===== src/rtl/bcPkg.sv =====
package bcPkg;
  // strobes from the sequencer to the datapath
  typedef struct packed {
    logic clear;     // restart: return to initial state
    logic ldEvt;     // start boost x coeff / 100
    logic ldAvg;     // start avg / period
    logic ldCoef;    // start 10000 / threshold, capture avg rate
    logic ldScale;   // start rate x coef / 100
    logic applyEvt;  // commit boost and enables from quotient
    logic isUp;      // event direction for ldEvt / applyEvt
    logic publish;   // copy working state to outputs, form target
  } bcCtrlT;
endpackage


===== src/rtl/bcSeqDiv.sv =====
module bcSeqDiv #(
  parameter int NW = 48,
  parameter int VW = 16
) (
  input  logic          clk,
  input  logic          rstN,
  input  logic          clear,
  input  logic          load,
  input  logic [NW-1:0] dividend,
  input  logic [VW-1:0] divisor,
  output logic [NW-1:0] quotient,
  output logic          done
);
  localparam int CNTW = $clog2(NW);

  logic [NW-1:0]   quoR;
  logic [VW-1:0]   divR;
  logic [VW:0]     remR;
  logic [CNTW-1:0] cntR;
  logic            runR;
  logic [VW:0]     shifted;
  logic            fits;

  assign shifted  = {remR[VW-1:0], quoR[NW-1]};
  assign fits     = shifted >= {1'b0, divR};
  assign quotient = quoR;

  always_ff @(posedge clk or negedge rstN) begin
    if (!rstN) begin
      quoR <= '0; divR <= '0; remR <= '0; cntR <= '0; runR <= 1'b0; done <= 1'b0;
    end else if (clear) begin
      quoR <= '0; divR <= '0; remR <= '0; cntR <= '0; runR <= 1'b0; done <= 1'b0;
    end else begin
      done <= 1'b0;
      if (load) begin
        quoR <= dividend;
        divR <= divisor;
        remR <= '0;
        cntR <= '0;
        runR <= 1'b1;
      end else if (runR) begin
        remR <= fits ? (shifted - {1'b0, divR}) : shifted;
        quoR <= {quoR[NW-2:0], fits};
        if (cntR == CNTW'(NW - 1)) begin
          runR <= 1'b0;
          done <= 1'b1;
        end else begin
          cntR <= cntR + 1'b1;
        end
      end
    end
  end

  AST_DIV_NO_RELOAD: assert property (@(posedge clk) disable iff (!rstN)
    load |-> !runR);
endmodule


===== src/rtl/bcControl.sv =====
module bcControl
  import bcPkg::*;
(
  input  logic   clk,
  input  logic   rstN,
  input  logic   start,
  input  logic   upEvt,
  input  logic   lowEvt,
  input  logic   divDone,
  output bcCtrlT ctrl,
  output logic   done
);
  typedef enum logic [2:0] {ST_IDLE, ST_EVT, ST_AVG, ST_COEF, ST_SCALE} bcStateT;

  bcStateT st, stNxt;
  logic    pendUp, pendLow, upSel, consume;

  always_comb begin
    ctrl      = '0;
    ctrl.isUp = upSel;
    consume   = 1'b0;
    stNxt     = st;
    unique case (st)
      ST_IDLE: if (pendUp || pendLow) begin
        ctrl.ldEvt = 1'b1;
        ctrl.isUp  = pendUp;
        consume    = 1'b1;
        stNxt      = ST_EVT;
      end
      ST_EVT: if (divDone) begin
        ctrl.applyEvt = 1'b1;
        ctrl.ldAvg    = 1'b1;
        stNxt         = ST_AVG;
      end
      ST_AVG: if (divDone) begin
        ctrl.ldCoef = 1'b1;
        stNxt       = ST_COEF;
      end
      ST_COEF: if (divDone) begin
        ctrl.ldScale = 1'b1;
        stNxt        = ST_SCALE;
      end
      ST_SCALE: if (divDone) begin
        ctrl.publish = 1'b1;
        stNxt        = ST_IDLE;
      end
      default: stNxt = ST_IDLE;
    endcase
    if (start) begin
      ctrl       = '0;
      ctrl.clear = 1'b1;
      consume    = 1'b0;
      stNxt      = ST_IDLE;
    end
  end

  always_ff @(posedge clk or negedge rstN) begin
    if (!rstN) begin
      st <= ST_IDLE; pendUp <= 1'b0; pendLow <= 1'b0; upSel <= 1'b0; done <= 1'b0;
    end else if (start) begin
      st <= ST_IDLE; pendUp <= 1'b0; pendLow <= 1'b0; upSel <= 1'b0; done <= 1'b0;
    end else begin
      st      <= stNxt;
      pendUp  <= (pendUp  & ~consume) | upEvt;
      pendLow <= (pendLow & ~consume) | lowEvt;
      if (consume) upSel <= pendUp;
      done    <= ctrl.publish;
    end
  end

  AST_DONE_PULSE: assert property (@(posedge clk) disable iff (!rstN)
    done |=> !done);
  AST_ONE_LOAD: assert property (@(posedge clk) disable iff (!rstN)
    $onehot0({ctrl.ldEvt, ctrl.ldAvg, ctrl.ldCoef, ctrl.ldScale}));
  AST_PEND_KEPT: assert property (@(posedge clk) disable iff (!rstN)
    (lowEvt && !start) |=> pendLow);
  AST_UP_WINS: assert property (@(posedge clk) disable iff (!rstN)
    (st == ST_IDLE && pendUp && pendLow && !start) |=> upSel);
endmodule


===== src/rtl/bcDatapath.sv =====
module bcDatapath
  import bcPkg::*;
#(
  parameter int DW      = 32,
  parameter int CW      = 16,
  parameter int PW      = 9,
  parameter int TW      = 8,
  parameter int STEP    = 16000,
  parameter int SUSTAIN = 10000
) (
  input  logic          clk,
  input  logic          rstN,
  input  bcCtrlT        ctrl,
  input  logic [DW-1:0] avgCount,
  input  logic [PW-1:0] periodMs,
  input  logic [DW-1:0] maxFreq,
  input  logic [CW-1:0] upCoeff,
  input  logic [CW-1:0] downCoeff,
  input  logic [TW-1:0] upThresh,
  output logic [DW-1:0] boostOut,
  output logic [DW:0]   targetOut,
  output logic          aboveEnOut,
  output logic          belowEnOut,
  output logic          divDone
);
  localparam int NW   = DW + CW;
  localparam int HALF = STEP / 2;

  logic [DW-1:0] workBoost, t1R;
  logic          workAbove, workBelow;
  logic [NW-1:0] divDividend, divQ;
  logic [CW-1:0] divDivisor, coeffSel;
  logic          divLoad;
  logic [DW-1:0] satQ;
  logic [DW:0]   upSum;

  assign coeffSel = ctrl.isUp ? upCoeff : downCoeff;
  assign divLoad  = ctrl.ldEvt | ctrl.ldAvg | ctrl.ldCoef | ctrl.ldScale;
  assign satQ     = (|divQ[NW-1:DW]) ? '1 : divQ[DW-1:0];
  assign upSum    = {1'b0, satQ} + (DW+1)'(STEP);

  always_comb begin
    divDividend = '0;
    divDivisor  = '0;
    if (ctrl.ldEvt) begin
      divDividend = NW'(workBoost) * NW'(coeffSel);
      divDivisor  = CW'(100);
    end else if (ctrl.ldAvg) begin
      divDividend = NW'(avgCount);
      divDivisor  = CW'(periodMs);
    end else if (ctrl.ldCoef) begin
      divDividend = NW'(SUSTAIN);
      divDivisor  = CW'(upThresh);
    end else if (ctrl.ldScale) begin
      divDividend = NW'(t1R) * NW'(divQ[CW-1:0]);
      divDivisor  = CW'(100);
    end
  end

  bcSeqDiv #(.NW(NW), .VW(CW)) uDiv (
    .clk(clk), .rstN(rstN), .clear(ctrl.clear), .load(divLoad),
    .dividend(divDividend), .divisor(divDivisor),
    .quotient(divQ), .done(divDone)
  );

  always_ff @(posedge clk or negedge rstN) begin
    if (!rstN) begin
      workBoost <= '0; workAbove <= 1'b1; workBelow <= 1'b0; t1R <= '0;
      boostOut <= '0; targetOut <= '0; aboveEnOut <= 1'b1; belowEnOut <= 1'b0;
    end else if (ctrl.clear) begin
      workBoost <= '0; workAbove <= 1'b1; workBelow <= 1'b0; t1R <= '0;
      boostOut <= '0; targetOut <= '0; aboveEnOut <= 1'b1; belowEnOut <= 1'b0;
    end else begin
      if (ctrl.applyEvt) begin
        if (ctrl.isUp) begin
          if (upSum >= {1'b0, maxFreq}) begin
            workBoost <= maxFreq;
            workAbove <= 1'b0;
          end else begin
            workBoost <= upSum[DW-1:0];
          end
          workBelow <= 1'b1;
        end else begin
          if (satQ < DW'(HALF)) begin
            workBoost <= '0;
            workBelow <= 1'b0;
          end else begin
            workBoost <= satQ;
          end
          workAbove <= 1'b1;
        end
      end
      if (ctrl.ldCoef) t1R <= divQ[DW-1:0];
      if (ctrl.publish) begin
        boostOut   <= workBoost;
        aboveEnOut <= workAbove;
        belowEnOut <= workBelow;
        targetOut  <= {1'b0, satQ} + {1'b0, workBoost};
      end
    end
  end

  AST_BOOST_CAPPED: assert property (@(posedge clk) disable iff (!rstN)
    (ctrl.applyEvt && ctrl.isUp && !ctrl.clear) |=> workBoost <= maxFreq);
  AST_SNAP_ZERO: assert property (@(posedge clk) disable iff (!rstN)
    (ctrl.applyEvt && !ctrl.isUp && !ctrl.clear) |=> (workBoost == '0 || workBoost >= DW'(HALF)));
  AST_ONE_DIR_ARMED: assert property (@(posedge clk) disable iff (!rstN)
    aboveEnOut || belowEnOut);
  AST_CLEAR_STATE: assert property (@(posedge clk) disable iff (!rstN)
    ctrl.clear |=> (boostOut == '0 && targetOut == '0 && aboveEnOut && !belowEnOut));
  AST_OUT_ONLY_ON_PUBLISH: assert property (@(posedge clk) disable iff (!rstN)
    (!ctrl.publish && !ctrl.clear) |=> $stable(boostOut) && $stable(targetOut));
endmodule


===== src/rtl/boostGovernor.sv =====
module boostGovernor
  import bcPkg::*;
#(
  parameter int DW      = 32,
  parameter int CW      = 16,
  parameter int PW      = 9,
  parameter int TW      = 8,
  parameter int STEP    = 16000,
  parameter int SUSTAIN = 10000
) (
  input  logic          clk,
  input  logic          rstN,
  input  logic          start,
  input  logic          upEvt,
  input  logic          lowEvt,
  input  logic [DW-1:0] avgCount,
  input  logic [PW-1:0] periodMs,
  input  logic [DW-1:0] maxFreq,
  input  logic [CW-1:0] upCoeff,
  input  logic [CW-1:0] downCoeff,
  input  logic [TW-1:0] upThresh,
  output logic [DW-1:0] boost,
  output logic [DW:0]   target,
  output logic          aboveEn,
  output logic          belowEn,
  output logic          done
);
  bcCtrlT ctrl;
  logic   divDone;

  bcControl uCtl (
    .clk(clk), .rstN(rstN), .start(start), .upEvt(upEvt), .lowEvt(lowEvt),
    .divDone(divDone), .ctrl(ctrl), .done(done)
  );

  bcDatapath #(.DW(DW), .CW(CW), .PW(PW), .TW(TW), .STEP(STEP), .SUSTAIN(SUSTAIN)) uDp (
    .clk(clk), .rstN(rstN), .ctrl(ctrl),
    .avgCount(avgCount), .periodMs(periodMs), .maxFreq(maxFreq),
    .upCoeff(upCoeff), .downCoeff(downCoeff), .upThresh(upThresh),
    .boostOut(boost), .targetOut(target), .aboveEnOut(aboveEn), .belowEnOut(belowEn),
    .divDone(divDone)
  );
endmodule


===== config.mk =====
export PLATFORM = sky130hd
export DESIGN_NAME = boostGovernor
export DESIGN_NICKNAME = d
export VERILOG_FILES = /design/src/rtl/bcPkg.sv /design/src/rtl/bcSeqDiv.sv /design/src/rtl/bcControl.sv /design/src/rtl/bcDatapath.sv /design/src/rtl/boostGovernor.sv
export SDC_FILE = /design/constraint.sdc
export NUM_CORES = 2
export LEC_CHECK = 0
export BUFFER_PORTS_ARGS = -buffer_cell sky130_fd_sc_hd__buf_2
export CAP_MARGIN = 30
export CORE_AREA = 5 5 369 226
export CTS_CLUSTER_DIAMETER = 120
export CTS_CLUSTER_SIZE = 8
export DETAILED_ROUTE_END_ITERATION = 6
export DIE_AREA = 0 0 374 231
export PLACE_DENSITY = 0.81
export SKIP_LAST_GASP = 1
export SYNTH_ARGS = -nofsm -noshare
export SYNTH_HDL_FRONTEND = slang
export SYNTH_SLANG_ARGS = --single-unit

===== constraint.sdc =====
create_clock -name clk -period 7.96 [get_ports clk]
set_input_delay 0.398 -clock clk [delete_from_list [all_inputs] [get_ports clk]]
set_output_delay 0.398 -clock clk [all_outputs]
set_load 0.005 [all_outputs]

==> flow_summary.json <==
{
  "setup_ws_ns": 0.183,
  "async_flop_share_pct": 100,
  "start_util_pct": 58.0,
  "highest_layer": "met5",
  "first_pass_iters": 7,
  "viasPerCell": 6.01,
  "grt_pass1_vias": 39700,
  "status": "complete, but fails checks",
  "max_freq_mhz": 129,
  "cap_violations": 0,
  "worst-setup-path-type": "flop to flop",
  "synth_top_cell_area_share_pct": 36.1,
  "finalHoldViolations": 0,
  "drive_gt1_share_pct": 8.99,
  "yosysMostFrequentCell": "inv_1",
  "wl_per_cell_um": 22.5,
  "crit_arrival_ns": 8.21,
  "ant_nets": 0,
  "tightest_slew_ns": 1.14,
  "startpoint": "uCtl.st[2]",
  "finalWirelength_um": 149000,
  "r2r_start": "uCtl.st[2]",
  "rsz0062_at_grt": "true",
  "violations": "DRC",
  "synth_edf_count": 0,
  "ios": 186,
  "cp.required_ns": 8.40,
  "seq_area_frac_synth_pct": 11.9,
  "n_fill_cell": 6729,
  "cts_buffers": 31,
  "synth_cell_type_count": 93,
  "drt_iter0_drc": 4542,
  "crit_path_max_incr_delay_ns": 0.52,
  "stdcell_count": 6613,
  "post-dp-hpwl_um": 119000,
  "met3_length_um": 23000,
  "cts.clk_slew.worst_paths_ns": 0.06,
  "synthFlopType": "dfrtp_1",
  "dr_wl_met2_um": 59300,
  "core-area_um2": 80200,
  "cp_slowest_cell": "fa_1",
  "die_area_um2": 86400,
  "h-tree-depth": 1,
  "r2r_slack_ns": 0.18,
  "synthTopCellsByArea": "fa_1 (36%), dfrtp_1 (12%), ha_1 (8.5%)",
  "area.growth.synth_to_final_pct": 7.36,
  "fp-row-count": 81,
  "clkLatencyLatePin_ns": 0.63,
  "place_ws_ns": -0.169,
  "clockRootBuffer": "clkbuf_16",
  "gp_routability_congestion": 1.04,
  "netlist_top_cells_count": "inv_1 (993), nand2_1 (968), fa_1 (838), and2_1 (370), ha_1 (315)",
  "slew_headroom_pct": 23.5,
  "drc": 9,
  "synth_cells": 5459,
  "reg2reg_to": "uDp.uDiv.quotient[46]",
  "crit_end": "uDp.uDiv.quotient[46]",
  "fin_crit_sh_pct": 97.7,
  "period_minus_slack_ns": 7.78,
  "cts_buffer_depth": 3,
  "fin_worst_skew_ns": 0.0365,
  "synth_seq_cells": 221,
  "grtUsageTotal_pct": 34.3,
  "seqCellArea_um2": 5540,
  "report.final.slew_viol_count": 0,
  "cts_tree": "done",
  "dp_cells": 6554,
  "die_x_um": 374,
  "dieHeight_um": 231,
  "multiInputGateArea_um2": 36100,
  "hold_path_class": "primary input to flop",
  "syn-mean-instance-area_um2": 8.51,
  "crit_top_cell": "fa_1",
  "grt_overflow": 0,
  "synth_nets": 6730,
  "crit_fanout": 17,
  "yosys.area.top_type": "fa_1",
  "wl_met1_um": 60600,
  "cp-start-kind": "flop",
  "ys_warn_count": 0,
  "grt_pass1_wl_um": 231000,
  "port_buffers": 185,
  "grt_max_degree": 96,
  "end_kind": "flop",
  "cts_sinks": 221,
  "syn_area_um2": 46500,
  "antenna_found_initial": 6,
  "num_vias": 39700,
  "nets": 6787,
  "finalSetupViolCount": 0,
  "holdWs_ns": 0.0179,
  "r2r_cells": 31
}
[registers in the layout (all words and copies together) (netlist names), 3 cells and up]
signal             cells
uCtl.st                3
uDp.boostOut          32
uDp.t1R               32
uDp.targetOut         33
uDp.uDiv.cntR          6
uDp.uDiv.divR          9
uDp.uDiv.quotient     48
uDp.uDiv.remR         16
uDp.workBoost         32
[metrics by stage]
stage | util, % | TNS [ns] | instance area, um2
after floorplan | - | 0 | 46500
after detailed placement | 60.9 | -0.339 | 48800
after CTS | 62.0 | 0 | 49700
after global routing | 62.2 | -0.226 | 49900
final | 62.2 | 0 | 49900
after global placement | 60.9 | 0 | 48800
[worst min path at each step]
stage | start | to | slack, ns | cells after the start
2_1_floorplan | rstN | uCtl.done | 0.10 | 0
3_3_place_gp | rstN | uDp.targetOut[29] | 0.47 | 1
3_5_place_dp | rstN | uDp.targetOut[29] | 0.48 | 1
4_1_cts | periodMs[1] | uDp.uDiv.divR[1] | 0.0001 | 3
5_1_grt | periodMs[3] | uDp.uDiv.divR[3] | 0.02 | 3
6_report | upThresh[6] | uDp.uDiv.divR[6] | 0.02 | 3
[kinds of logic after synthesis]
group,share of synthesized area (%)
AO/OA/AOI/OAI,10.5
XOR/XNOR,2.62
adder cells (fa/ha/maj),44.6
buffers and inverters,10.7
flip-flops,11.9
multiplexers,1.38
AND/OR/NAND/NOR,18.3
[critical path: cells and delay by family, from the launching register on]
family | cells | cell delay, ns
compound gates | 8 | 1.95
xor+xnor | 1 | 0.16
fa+ha+maj | 7 | 3.28
buf+inv | 7 | 0.69
flops | 1 | 0.41
simple gates | 8 | 1.12
[metal layers]
metal	GRT usage, %	vias up
met3	14.4	345
met5	0.888	-
met1	50.1	19600
met2	46.3	2707
li1	-	17000
met4	10.4	8
[cell type report]
cell class | count | area share, %
Tap cell | 1079 | 2.71
Inverter | 994 | 7.48
Clock buffer | 44 | 1.65
Antenna cell | 5 | 0.0251
Clock inverter | 2 | 0.0276
Multi-Input combinational cell | 3924 | 72.4
Sequential cell | 221 | 11.1
Timing Repair Buffer | 344 | 4.63
[cell usage in the layout (no fill, tap or decap), types with 19 or more instances in the layout]
cell type,instances
dfrtp_1,217
nand4_1,34
fa_1,838
nand2b_1,21
xor2_1,55
a21oi_1,235
or2_2,29
nor4_1,20
a31oi_1,39
o21ai_0,113
buf_2,183
and2_1,371
xnor2_1,84
nor2b_1,24
mux2i_1,42
buf_4,140
and3_1,19
a22o_1,43
nand3_1,43
nor2_1,215
clkbuf_16,31
a211oi_1,31
a21o_1,53
ha_1,312
nor3_1,35
inv_1,993
nand2_1,962
[repair_timing]
| item | 4_1_cts | 5_1_grt |
|---|---|---|
| hold endpoints to repair | 95 | 0 |
| pin swaps | 0 | 5 |
| gates resized for setup | 5 | 29 |
| endpoints found under the setup margin | 9 | 20 |
| hold buffers | 3 | 0 |
| buffers inserted | 0 | 2 |
Power is not shown: default switching activity piles up to over one toggle a cycle in this logic, so the estimate is an artifact.
